<file path="src/rtl/wh_pkg.sv">
package wh_pkg;
  // Kind field: bit 0 marks the start of a packet, bit 1 marks its end.
  typedef enum logic [1:0] {
    FK_BODY = 2'b00,
    FK_HEAD = 2'b01,
    FK_TAIL = 2'b10,
    FK_SOLO = 2'b11
  } flit_kind_e;

  function automatic logic kind_opens(logic [1:0] k);
    return k[0];
  endfunction

  function automatic logic kind_closes(logic [1:0] k);
    return k[1];
  endfunction
endpackage

</file>
<file path="src/rtl/wh_rr_arb.sv">
module wh_rr_arb #(
  parameter int N = 4,
  localparam int IW = (N > 1) ? $clog2(N) : 1
) (
  input  logic          clk,
  input  logic          rst_n,
  input  logic [N-1:0]  req,
  output logic [N-1:0]  gnt,
  output logic [IW-1:0] gnt_idx,
  output logic          gnt_any
);
  logic [IW-1:0] ptr_q;

  // Search begins at ptr_q and wraps around.
  always_comb begin
    int c;
    gnt     = '0;
    gnt_idx = '0;
    gnt_any = 1'b0;
    for (int k = 0; k < N; k++) begin
      c = int'(ptr_q) + k;
      if (c >= N) c = c - N;
      if (!gnt_any && req[c]) begin
        gnt_any = 1'b1;
        gnt[c]  = 1'b1;
        gnt_idx = IW'(c);
      end
    end
  end

  // After each grant, the winner gets the lowest priority.
  always_ff @(posedge clk or negedge rst_n) begin
    if (!rst_n) begin
      ptr_q <= '0;
    end else if (gnt_any) begin
      if (gnt_idx == IW'(N - 1)) ptr_q <= '0;
      else                       ptr_q <= gnt_idx + 1'b1;
    end
  end
endmodule

</file>
<file path="src/rtl/wh_lock_state.sv">
module wh_lock_state
  import wh_pkg::*;
#(
  parameter int N = 4,
  localparam int IW = (N > 1) ? $clog2(N) : 1
) (
  input  logic          clk,
  input  logic          rst_n,
  input  logic          fire,
  input  logic [IW-1:0] fire_idx,
  input  logic [1:0]    fire_kind,
  output logic [N-1:0]  owner,
  output logic          free
);
  // Updated when a flit enters the elastic buffer.
  always_ff @(posedge clk or negedge rst_n) begin
    if (!rst_n) begin
      owner <= '0;
      free  <= 1'b1;
    end else if (fire) begin
      if (free) begin
        // A single-flit packet claims and releases together, so nothing changes.
        if (fire_kind == FK_HEAD) begin
          owner[fire_idx] <= 1'b1;
          free            <= 1'b0;
        end
      end else if (kind_closes(fire_kind)) begin
        owner <= '0;
        free  <= 1'b1;
      end
    end
  end
endmodule

</file>
<file path="src/rtl/wh_eb2.sv">
module wh_eb2 #(
  parameter int W = 10
) (
  input  logic         clk,
  input  logic         rst_n,
  input  logic         s_valid,
  output logic         s_ready,
  input  logic [W-1:0] s_data,
  output logic         m_valid,
  input  logic         m_ready,
  output logic [W-1:0] m_data
);
  logic [W-1:0] slot_q [2];
  logic         wp_q, rp_q;
  logic [1:0]   cnt_q;
  logic         push, pop;

  assign s_ready = (cnt_q != 2'd2);
  assign m_valid = (cnt_q != 2'd0);
  assign m_data  = slot_q[rp_q];
  assign push    = s_valid & s_ready;
  assign pop     = m_valid & m_ready;

  always_ff @(posedge clk or negedge rst_n) begin
    if (!rst_n) begin
      wp_q  <= 1'b0;
      rp_q  <= 1'b0;
      cnt_q <= 2'd0;
    end else begin
      if (push) wp_q <= ~wp_q;
      if (pop)  rp_q <= ~rp_q;
      case ({push, pop})
        2'b10:   cnt_q <= cnt_q + 2'd1;
        2'b01:   cnt_q <= cnt_q - 2'd1;
        default: cnt_q <= cnt_q;
      endcase
    end
  end

  always_ff @(posedge clk) begin
    if (push) slot_q[wp_q] <= s_data;
  end
endmodule

</file>
<file path="src/rtl/wh_out_alloc.sv">
module wh_out_alloc
  import wh_pkg::*;
#(
  parameter int N_IN   = 4,
  parameter int DATA_W = 8
) (
  input  logic                         clk,
  input  logic                         rst_n,
  input  logic [N_IN-1:0]              in_valid,
  output logic [N_IN-1:0]              in_ready,
  input  logic [N_IN*(DATA_W+2)-1:0]   in_flit,
  output logic                         out_valid,
  input  logic                         out_ready,
  output logic [DATA_W+1:0]            out_flit
);
  localparam int FLIT_W = DATA_W + 2;
  localparam int IW     = (N_IN > 1) ? $clog2(N_IN) : 1;

  logic [FLIT_W-1:0] flit_a [N_IN];
  logic [1:0]        kind_a [N_IN];
  logic [N_IN-1:0]   req, gnt, owner;
  logic [IW-1:0]     gnt_idx;
  logic              gnt_any, free, eb_room;
  logic [FLIT_W-1:0] sel_flit;

  // Requests are qualified by buffer room and by ownership.
  for (genvar gi = 0; gi < N_IN; gi++) begin : g_req
    assign flit_a[gi] = in_flit[gi*FLIT_W +: FLIT_W];
    assign kind_a[gi] = flit_a[gi][FLIT_W-1 -: 2];
    assign req[gi]    = in_valid[gi] & eb_room &
                        (free ? kind_opens(kind_a[gi]) : owner[gi]);
  end

  wh_rr_arb #(.N(N_IN)) u_arb (
    .clk     (clk),
    .rst_n   (rst_n),
    .req     (req),
    .gnt     (gnt),
    .gnt_idx (gnt_idx),
    .gnt_any (gnt_any)
  );

  wh_lock_state #(.N(N_IN)) u_lock (
    .clk       (clk),
    .rst_n     (rst_n),
    .fire      (gnt_any),
    .fire_idx  (gnt_idx),
    .fire_kind (kind_a[gnt_idx]),
    .owner     (owner),
    .free      (free)
  );

  assign in_ready = gnt;
  assign sel_flit = flit_a[gnt_idx];

  wh_eb2 #(.W(FLIT_W)) u_eb (
    .clk     (clk),
    .rst_n   (rst_n),
    .s_valid (gnt_any),
    .s_ready (eb_room),
    .s_data  (sel_flit),
    .m_valid (out_valid),
    .m_ready (out_ready),
    .m_data  (out_flit)
  );
endmodule

</file>
<file path="config.mk">
export PLATFORM = sky130hd
export DESIGN_NAME = wh_out_alloc
export DESIGN_NICKNAME = d
export VERILOG_FILES = /design/src/rtl/wh_pkg.sv /design/src/rtl/wh_rr_arb.sv /design/src/rtl/wh_lock_state.sv /design/src/rtl/wh_eb2.sv /design/src/rtl/wh_out_alloc.sv
export SDC_FILE = /design/constraint.sdc
export NUM_CORES = 1
export LEC_CHECK = 0
export BUFFER_PORTS_ARGS = -buffer_cell sky130_fd_sc_hd__buf_4
export CAP_MARGIN = 20
export CELL_PAD_IN_SITES_DETAIL_PLACEMENT = 1
export CELL_PAD_IN_SITES_GLOBAL_PLACEMENT = 2
export CORE_MARGIN = 1
export CORE_UTILIZATION = 33
export CTS_CLUSTER_DIAMETER = 150
export DETAILED_ROUTE_END_ITERATION = 7
export PLACE_DENSITY_LB_ADDON = 0.1
export RECOVER_POWER = 25
export REMOVE_ABC_BUFFERS = 1
export SKIP_LAST_GASP = 1
export SLEW_MARGIN = 0
export SYNTH_ARGS = -nofsm -noshare
export SYNTH_HDL_FRONTEND = slang
export SYNTH_SLANG_ARGS = --single-unit
</file>
<file path="constraint.sdc">
create_clock -name clk -period 4.51 [get_ports clk]
set_input_delay 0.2255 -clock clk [delete_from_list [all_inputs] [get_ports clk]]
set_output_delay 0.2255 -clock clk [all_outputs]
set_load 0.02 [all_outputs]
</file>
==> flow_metrics.env, run 1 <==
export IMPL_outcome="finished clean"
export IMPL_share_comb_of_total_power_pct=7.9
export IMPL_cts_tree="built"
export IMPL_overflow=0
export IMPL_r2r_end="u_eb.slot_q[1][3]$_DFFE_PP_"
export IMPL_ys_seq_area_share_pct=39.8
export IMPL_setup_tns_final_ns=0
export IMPL_synth_top_area_share_pct=27.2
export IMPL_slew_headroom_pct=36.4
export IMPL_worst_ir_drop_vdd_v=0.000171
export IMPL_drtIter0Drc=60
export IMPL_grt_pass1_vias=1805
export IMPL_setup_violations=0
export IMPL_synthCells=194
export IMPL_setup_slack_ns=1.07
export IMPL_syn_area_um2=2210
export IMPL_gp_routability_congestion=0.733
export IMPL_drive_gt1_share_pct=37.8
export IMPL_final_seq_area_um2=877
export IMPL_pre_cts_ws_ns=1.02
export IMPL_drt_pass1_iter_count=4
export IMPL_worstPathArrival_ns=3.46
export IMPL_antenna_found_initial=0
export IMPL_ios=62
export IMPL_async_flop_share_pct=35.5
export IMPL_worstHoldPathType="in -> reg"
export IMPL_period_share_pct=76.4
export IMPL_grt_max_degree=19
export IMPL_dieArea_um2=7020
export IMPL_clkPwrFrac_pct=43.2
export IMPL_maxCapViolations=0
export IMPL_placed_cell_area_um2=2730
export IMPL_p_total_mw=0.619
export IMPL_leakagePower_nw=1.20
export IMPL_grt_pass1_wl_mm=8.96
export IMPL_worst_pin_slew_ns=0.951
export IMPL_num_rows=29
export IMPL_synth_main_ff_cell="edfxtp_1"
export IMPL_reg2reg_slack_ns=1.07
export IMPL_power_density_nw_per_um2=219
export IMPL_die_w_um=83.8
export IMPL_synth_edf_count=20
export IMPL_hold_viol=0
export IMPL_end_kind="flop"
export IMPL_multi_input_area_um2=1230
export IMPL_ant_nets=0
export IMPL_path_cells="mux2_4 -> and3_1 -> mux4_2 -> o221ai_2 -> mux2i_4 -> buf_12 -> nor2b_1 -> a211oi_2 -> a21oi_1"
export IMPL_numCtsBuffers=5
export IMPL_synth_top_cells_by_area="edfxtp_1 27%, dfrtp_1 11%, ha_1 7.4%"
export IMPL_clkSinkCount=31
export IMPL_reg2reg_depth=9
export IMPL_yosysWarningCount=0
export IMPL_cpMaxStageDelayCell="dfstp_2"
export IMPL_h_tree_depth=2
export IMPL_synth_top_area_cell="edfxtp_1"
export IMPL_cp_max_fo=18
export IMPL_area_growth_pct=27.9
export IMPL_core_area_um2=6390
export IMPL_finalInstanceArea_um2=2820
export IMPL_dp_hpwl_mm=3.97
export IMPL_synth_distinct_cells=41
export IMPL_finalWorstPathRequiredPeriod_ns=3.44
export IMPL_fin_hold_ws_ns=0.342
export IMPL_clock_path_buffers=2
export IMPL_min_from="out_ready"
export IMPL_worstPathRequired_ns=4.53
export IMPL_skew_ns=0.00654
export IMPL_yosys_register_bits=31
export IMPL_criticalPathCategory="reg -> reg"
export IMPL_die_h_um=83.8
export IMPL_cts_setup_buffers=0
export IMPL_swShare_pct=19.0
export IMPL_fin_nets=318
export IMPL_wire_per_inst_um=15.6
export IMPL_postRouteWirelength_mm=5.23
export IMPL_cp_start_kind="flop"
export IMPL_io_buffers=61
export IMPL_max_freq_ghz=0.290
export IMPL_whs_path_depth=3
export IMPL_cp_endpoint="u_eb.slot_q[1][3]$_DFFE_PP_"
export IMPL_rsz0062_at_grt="no"
export IMPL_path_clk_slew_ns=0.06
export IMPL_drv_slew=0
export IMPL_switching_power_mw=0.118
export IMPL_route_detailed_drc=0
export IMPL_vias=1728
export IMPL_vias_per_cell=5.14
export IMPL_r2r_start="u_lock.free$_DFFE_PN1N_"
export IMPL_clock_latency_ns=0.28
export IMPL_fillers=725
export IMPL_start_util_pct=34.5
export IMPL_crit_path_start="u_lock.free$_DFFE_PN1N_"
export IMPL_grt_use_total_pct=16.1
export IMPL_syn_area_per_cell_um2=11.4
export IMPL_pwr_share_seq_pct=49.0
export IMPL_p_int_mw=0.501
export IMPL_cpPeakStageDelay_ns=0.66
export IMPL_cts_root_buf="clkbuf_8"
export IMPL_num_antenna_cells=0
==> cell families (layout without fill, tap and decap cells) <==
kind of cell    after synthesis  in the layout  share of synthesized area (%)
flops                        31             31                           39.8
xor+xnor                      4              4                           1.59
buf+inv                      17             82                           5.22
compound gates               47             47                           16.3
simple gates                 53             53                           12.8
fa+ha+maj                    13             13                           7.37
mux                          29             29                           16.9
==> critical path, delay by kind of cell, from the launching register on <==
family	cells	cell delay, ns
multiplexers	3	1.51
flip-flops	1	0.66
AO/OA/AOI/OAI	3	0.52
AND/OR/NAND/NOR	2	0.25
buffers and inverters	1	0.24
==> cell usage in the layout (no fill, tap or decap), types with 6 or more instances in the layout <==
| cell type | n |
|---|---|
| buf_4 | 56 |
| edfxtp_1 | 20 |
| ha_1 | 13 |
| mux2i_1 | 10 |
| nor2b_1 | 10 |
| mux2_2 | 10 |
| o21ai_0 | 10 |
| nand2_1 | 10 |
| clkbuf_1 | 10 |
| dfrtp_1 | 10 |
| nand3_1 | 9 |
| a21oi_1 | 9 |
| nor2_1 | 8 |
| a211oi_2 | 8 |
| inv_1 | 6 |
| nand4_1 | 6 |
==> synth_stat cells, types with 2 or more instances <==
cell type	n
a211oi_2	8
a21oi_1	10
a22oi_1	4
a311oi_1	2
and2_1	3
and3_1	3
buf_6	3
clkbuf_1	3
clkinv_1	2
dfrtp_1	10
edfxtp_1	20
ha_1	13
inv_1	6
mux2_2	10
mux2_4	4
mux2i_1	11
mux4_2	4
nand2_1	10
nand3_1	9
nand4_1	6
nor2_1	8
nor2b_1	10
o211ai_1	5
o21ai_0	10
o22a_1	2
xnor2_1	2
xor2_1	2
==> power by group through the flow <==
stage          combinational [mW]  clock, mW  sequential [mW]
2_1_floorplan              0.0122          0            0.309
4_1_cts                    0.0500      0.276            0.303
3_3_place_gp               0.0486          0            0.309
3_5_place_dp               0.0491          0            0.309
5_1_grt                    0.0535      0.288            0.303
6_report                   0.0486      0.267            0.303
==> per-layer routing <==
layer	vias to the layer above	wire length [µm]	GRT usage [%]
li1	858	-	-
met1	831	2380	21.5
met2	32	2610	26.4
met3	7	188	3.96
met4	0	44	3.70
met5	-	0	0
==> flip-flops by register name, indices dropped and copies added, names as in the netlist <==
signal	cells
u_eb.slot_q	20
u_lock.free	1
u_lock.owner	4
u_eb.cnt_q	2
u_arb.ptr_q	2
u_eb.rp_q	1
u_eb.wp_q	1
==> what timing repair did <==
action | in CTS | in global routing
gates resized for setup | 0 | 0
hold endpoints to repair | 11 | 0
hold buffers | 1 | 0
==> metrics by stage <==
step | util (%) | std cells
2_1_floorplan | - | 185
3_3_place_gp | 42.8 | 327
3_5_place_dp | 42.8 | 327
4_1_cts | 44.6 | 336
5_1_grt | 44.2 | 336
6_report | 44.2 | 336
==> area by class of cell <==
type | count | area share, %
sequential | 31 | 31.1
tap | 77 | 3.42
timing repair buffer | 66 | 17.0
inverter | 8 | 1.06
clock inverter | 1 | 1.06
clock buffer | 7 | 2.71
multi-input combinational | 146 | 43.6
==> worst min path at each step <==
stage | end | slack [ns]
2_1_floorplan | u_arb.ptr_q[0]$_DFFE_PN0N_ | -0.07
6_report | u_eb.rp_q$_DFFE_PN0P_ | 0.34
5_1_grt | u_eb.rp_q$_DFFE_PN0P_ | 0.35
3_3_place_gp | u_lock.owner[2]$_DFFE_PN0P_ | 0.07
3_5_place_dp | u_lock.owner[0]$_DFFE_PN0P_ | 0.07
4_1_cts | u_eb.rp_q$_DFFE_PN0P_ | 0.30
Note: power is estimated with default switching activity, not from simulation.
==> inputs of run 2 (changes only) <==
- ABC_AREA: not set -> 1
- CORE_UTILIZATION: 33 -> 27
- clock period: 4.51 -> 3.05 ns (I/O delays scaled with it)
==> run 2 against run 1 <==
Via count is 23% higher; cell count is 36% higher; register-to-register slack worse by 0.85 ns; clock-buffer cell count is 1 lower; worst hold slack worse by 0.12 ns; design area is 3.4% higher; global-route usage is 0.42 points lower; first-iteration DRC count is 90% higher; sequential cell count stayed put; critical path type unchanged.
==> flow_metrics.env, run 2 <==
export IMPL_synth_common_cells="78 x nand2_1, 43 x nor2_1, 32 x nand3_1"
export IMPL_synth_top_family_by_area="simple AND/OR/NAND/NOR gates"
export IMPL_synthMostInstantiatedCell="nand2_1"
export IMPL_postRouteWirelength_mm=6.55
export IMPL_grt_pass1_vias=2169
export IMPL_fin_nets=414
export IMPL_max_freq_ghz=0.353
export IMPL_cp_max_fo=19
export IMPL_cp_num_cells=16
export IMPL_synth_edf_count=20
export IMPL_setup_tns_final_ns=0
export IMPL_grt_met1_usage_pct=23.4
export IMPL_num_antenna_cells=0
export IMPL_cpMaxStageDelayCell="dfstp_2"
export IMPL_synthCells=286
export IMPL_hold_viol=0
export IMPL_largest_reg_flops=20
export IMPL_path_clk_slew_ns=0.06
export IMPL_drv_slew=0
export IMPL_synth_mux_area_fraction_pct=0
export IMPL_overflow=0
export IMPL_rsz0062_at_grt="yes"
export IMPL_setup_violations=0
export IMPL_syn_area_um2=2250
export IMPL_synth_distinct_cells=30
export IMPL_worstPathArrival_ns=3.00
export IMPL_vias_per_cell=4.65
export IMPL_h_tree_depth=2
export IMPL_synthSimpleGateAreaFrac_pct=35.3
export IMPL_ios=62
export IMPL_worstPathRequired_ns=3.22
export IMPL_cts_root_buf="clkbuf_8"
export IMPL_area_growth_pct=29.9
export IMPL_die_w_um=93.2
export IMPL_reg2reg_slack_ns=0.22
export IMPL_path_cells="inv_4 -> nand2_1 -> nand2_1 -> nand3_2 -> nand2_2 -> o21ai_4 -> nand4_2 -> nand2_2 -> nand2_4 -> nand2_4 -> clkinv_2 -> ha_1 -> nor2_1 -> nor2_1 -> nand3_1 -> nand2_1"
export IMPL_synth_xor_area_share_pct=1.17
export IMPL_synth_top_area_share_pct=26.7
export IMPL_maxCapViolations=0
export IMPL_critPathBufInv=2
export IMPL_r2r_start="u_lock.free$_DFFE_PN1N_"
export IMPL_dp_hpwl_mm=5.17
export IMPL_numCtsBuffers=5
export IMPL_syn_area_per_cell_um2=7.85
export IMPL_worst_pin_slew_ns=0.961
export IMPL_io_buffers=61
export IMPL_drive_gt1_share_pct=27.3
export IMPL_drt_pass1_iter_count=4
export IMPL_reg2reg_depth=16
export IMPL_dieArea_um2=8690
export IMPL_final_cell_mix="78 x nand2_1, 60 x buf_4, 43 x nor2_1"
export IMPL_cpPeakStageDelay_ns=0.63
export IMPL_finalInstanceArea_um2=2920
export IMPL_grt_busiest_layer="met2"
export IMPL_outcome="finished clean"
export IMPL_crit_path_start="u_lock.free$_DFFE_PN1N_"
export IMPL_antenna_found_initial=0
export IMPL_pre_cts_ws_ns=0.147
export IMPL_largest_registers="u_eb.slot_q x20, u_lock.owner x4"
export IMPL_vias=2126
export IMPL_period_share_pct=92.8
export IMPL_clkSinkCount=31
export IMPL_clock_path_buffers=2
export IMPL_synth_main_ff_cell="edfxtp_1"
export IMPL_grt_met3_usage_pct=2.52
export IMPL_slew_headroom_pct=35.7
export IMPL_synth_top_area_cell="edfxtp_1"
export IMPL_skew_ns=0.00510
export IMPL_route_detailed_drc=0
export IMPL_cts_tree="built"
export IMPL_worstHoldPathType="in -> reg"
export IMPL_r2r_end="u_lock.owner[1]$_DFFE_PN0P_"
export IMPL_async_flop_share_pct=35.5
export IMPL_criticalPathCategory="reg -> reg"
export IMPL_die_h_um=93.2
export IMPL_start_util_pct=28.5
export IMPL_yosys_register_bits=31
export IMPL_yosysWarningCount=0
export IMPL_ant_nets=0
export IMPL_grt_pass1_wl_mm=10.6
export IMPL_gp_routability_congestion=0.767
export IMPL_final_common_cell="nand2_1"
export IMPL_end_kind="flop"
export IMPL_setup_slack_ns=0.218
export IMPL_finalWorstPathRequiredPeriod_ns=2.83
export IMPL_wire_per_inst_um=14.3
export IMPL_synthAdderAreaFrac_pct=7.24
export IMPL_cp_start_kind="flop"
export IMPL_synth_compound_area_share_pct=10.1
export IMPL_clock_latency_ns=0.28
export IMPL_grt_max_degree=20
export IMPL_cts_setup_buffers=0
export IMPL_critPathTopFamily="simple AND/OR/NAND/NOR gates"
export IMPL_drtIter0Drc=114
export IMPL_cp_common_cell="nand2_1"
export IMPL_grt_use_total_pct=15.7
export IMPL_num_rows=32
export IMPL_core_area_um2=7890
export IMPL_placed_cell_area_um2=2840
export IMPL_synth_top_cells_by_area="edfxtp_1 27%, nand2_1 13%, dfrtp_1 11%"
export IMPL_grtUsageMet2_pct=23.8
export IMPL_ys_seq_area_share_pct=39.1
export IMPL_top_register="u_eb.slot_q"
export IMPL_cp_endpoint="u_lock.owner[1]$_DFFE_PN0P_"
-- run 2: changes by cell type after synthesis, moves of 8 or more --
cell,previous run,this run
a211oi_2,8,0
inv_1,6,19
mux2_2,10,0
mux2i_1,11,0
nand2_1,10,78
nand2_2,0,8
nand3_1,9,32
nor2_1,8,43
nor2b_1,10,0
-- run 2: worst reg2reg max path: stages (launching register included) --
cell      delay, ns
dfstp_2        0.63
inv_4          0.09
nand2_1        0.07
nand2_1        0.08
nand3_2        0.10
nand2_2        0.09
o21ai_4        0.24
nand4_2        0.21
nand2_2        0.13
nand2_4        0.08
nand2_4        0.14
clkinv_2       0.27
ha_1           0.32
nor2_1         0.10
nor2_1         0.04
nand3_1        0.07
nand2_1        0.06
-- run 2: worst min-delay path by stage --
stage | start | to | slack (ns) | cells after the start
after floorplan | rst_n | u_arb.ptr_q[0]$_DFFE_PN0N_ | -0.14 | 0
after global placement | rst_n | u_eb.cnt_q[1]$_DFFE_PN0P_ | 0.004 | 1
after detailed placement | rst_n | u_lock.owner[0]$_DFFE_PN0P_ | 0.001 | 1
after CTS | out_ready | u_eb.rp_q$_DFFE_PN0P_ | 0.23 | 3
after global routing | out_ready | u_eb.rp_q$_DFFE_PN0P_ | 0.24 | 3
final | out_ready | u_eb.rp_q$_DFFE_PN0P_ | 0.22 | 3
-- run 2: logic make-up (layout without fill, tap and decap cells) --
| logic type | count (synthesis) | in the layout |
|---|---|---|
| and+or+nand+nor | 174 | 174 |
| adders and majority gates | 13 | 13 |
| AOI/OAI and AO/OA | 31 | 31 |
| xor gates and xnor gates | 3 | 3 |
| DFF | 31 | 31 |
| buffers and inverters | 34 | 103 |
-- run 2: final cells by class --
type | count | area, µm²
Clock buffer | 6 | 72.6
Clock inverter | 2 | 8.76
Fill cell | 979 | 4970
Inverter | 26 | 101
Multi-Input combinational cell | 221 | 1220
Sequential cell | 31 | 877
Tap cell | 102 | 128
Timing Repair Buffer | 69 | 507
-- run 2: routing by layer --
| metal | share of wire [%] | up-vias |
|---|---|---|
| met1 | 52 | 993 |
| met2 | 44 | 43 |
| li1 | - | 1085 |
| met4 | 0.82 | 0 |
| met3 | 3.6 | 5 |
| met5 | 0 | - |
-- run 2: timing repair --
item | in CTS | in global routing
gates resized for setup | 0 | 3
hold buffers | 1 | 0
endpoints found under the setup margin | 0 | 8
endpoints found under the hold margin | 11 | 0
-- run 2: through the flow --
step	hold slack, ns	instances	util [%]
6_report	0.222	457	37.0
5_1_grt	0.242	457	37.0
2_1_floorplan	-0.143	278	-
3_5_place_dp	0.00147	448	35.9
3_3_place_gp	0.00424	448	35.9
4_1_cts	0.230	457	37.1
Power of run 2 is left out: the tool's default activity adds up to more than one toggle a clock period on the data nets, which glitch-free logic cannot reach.
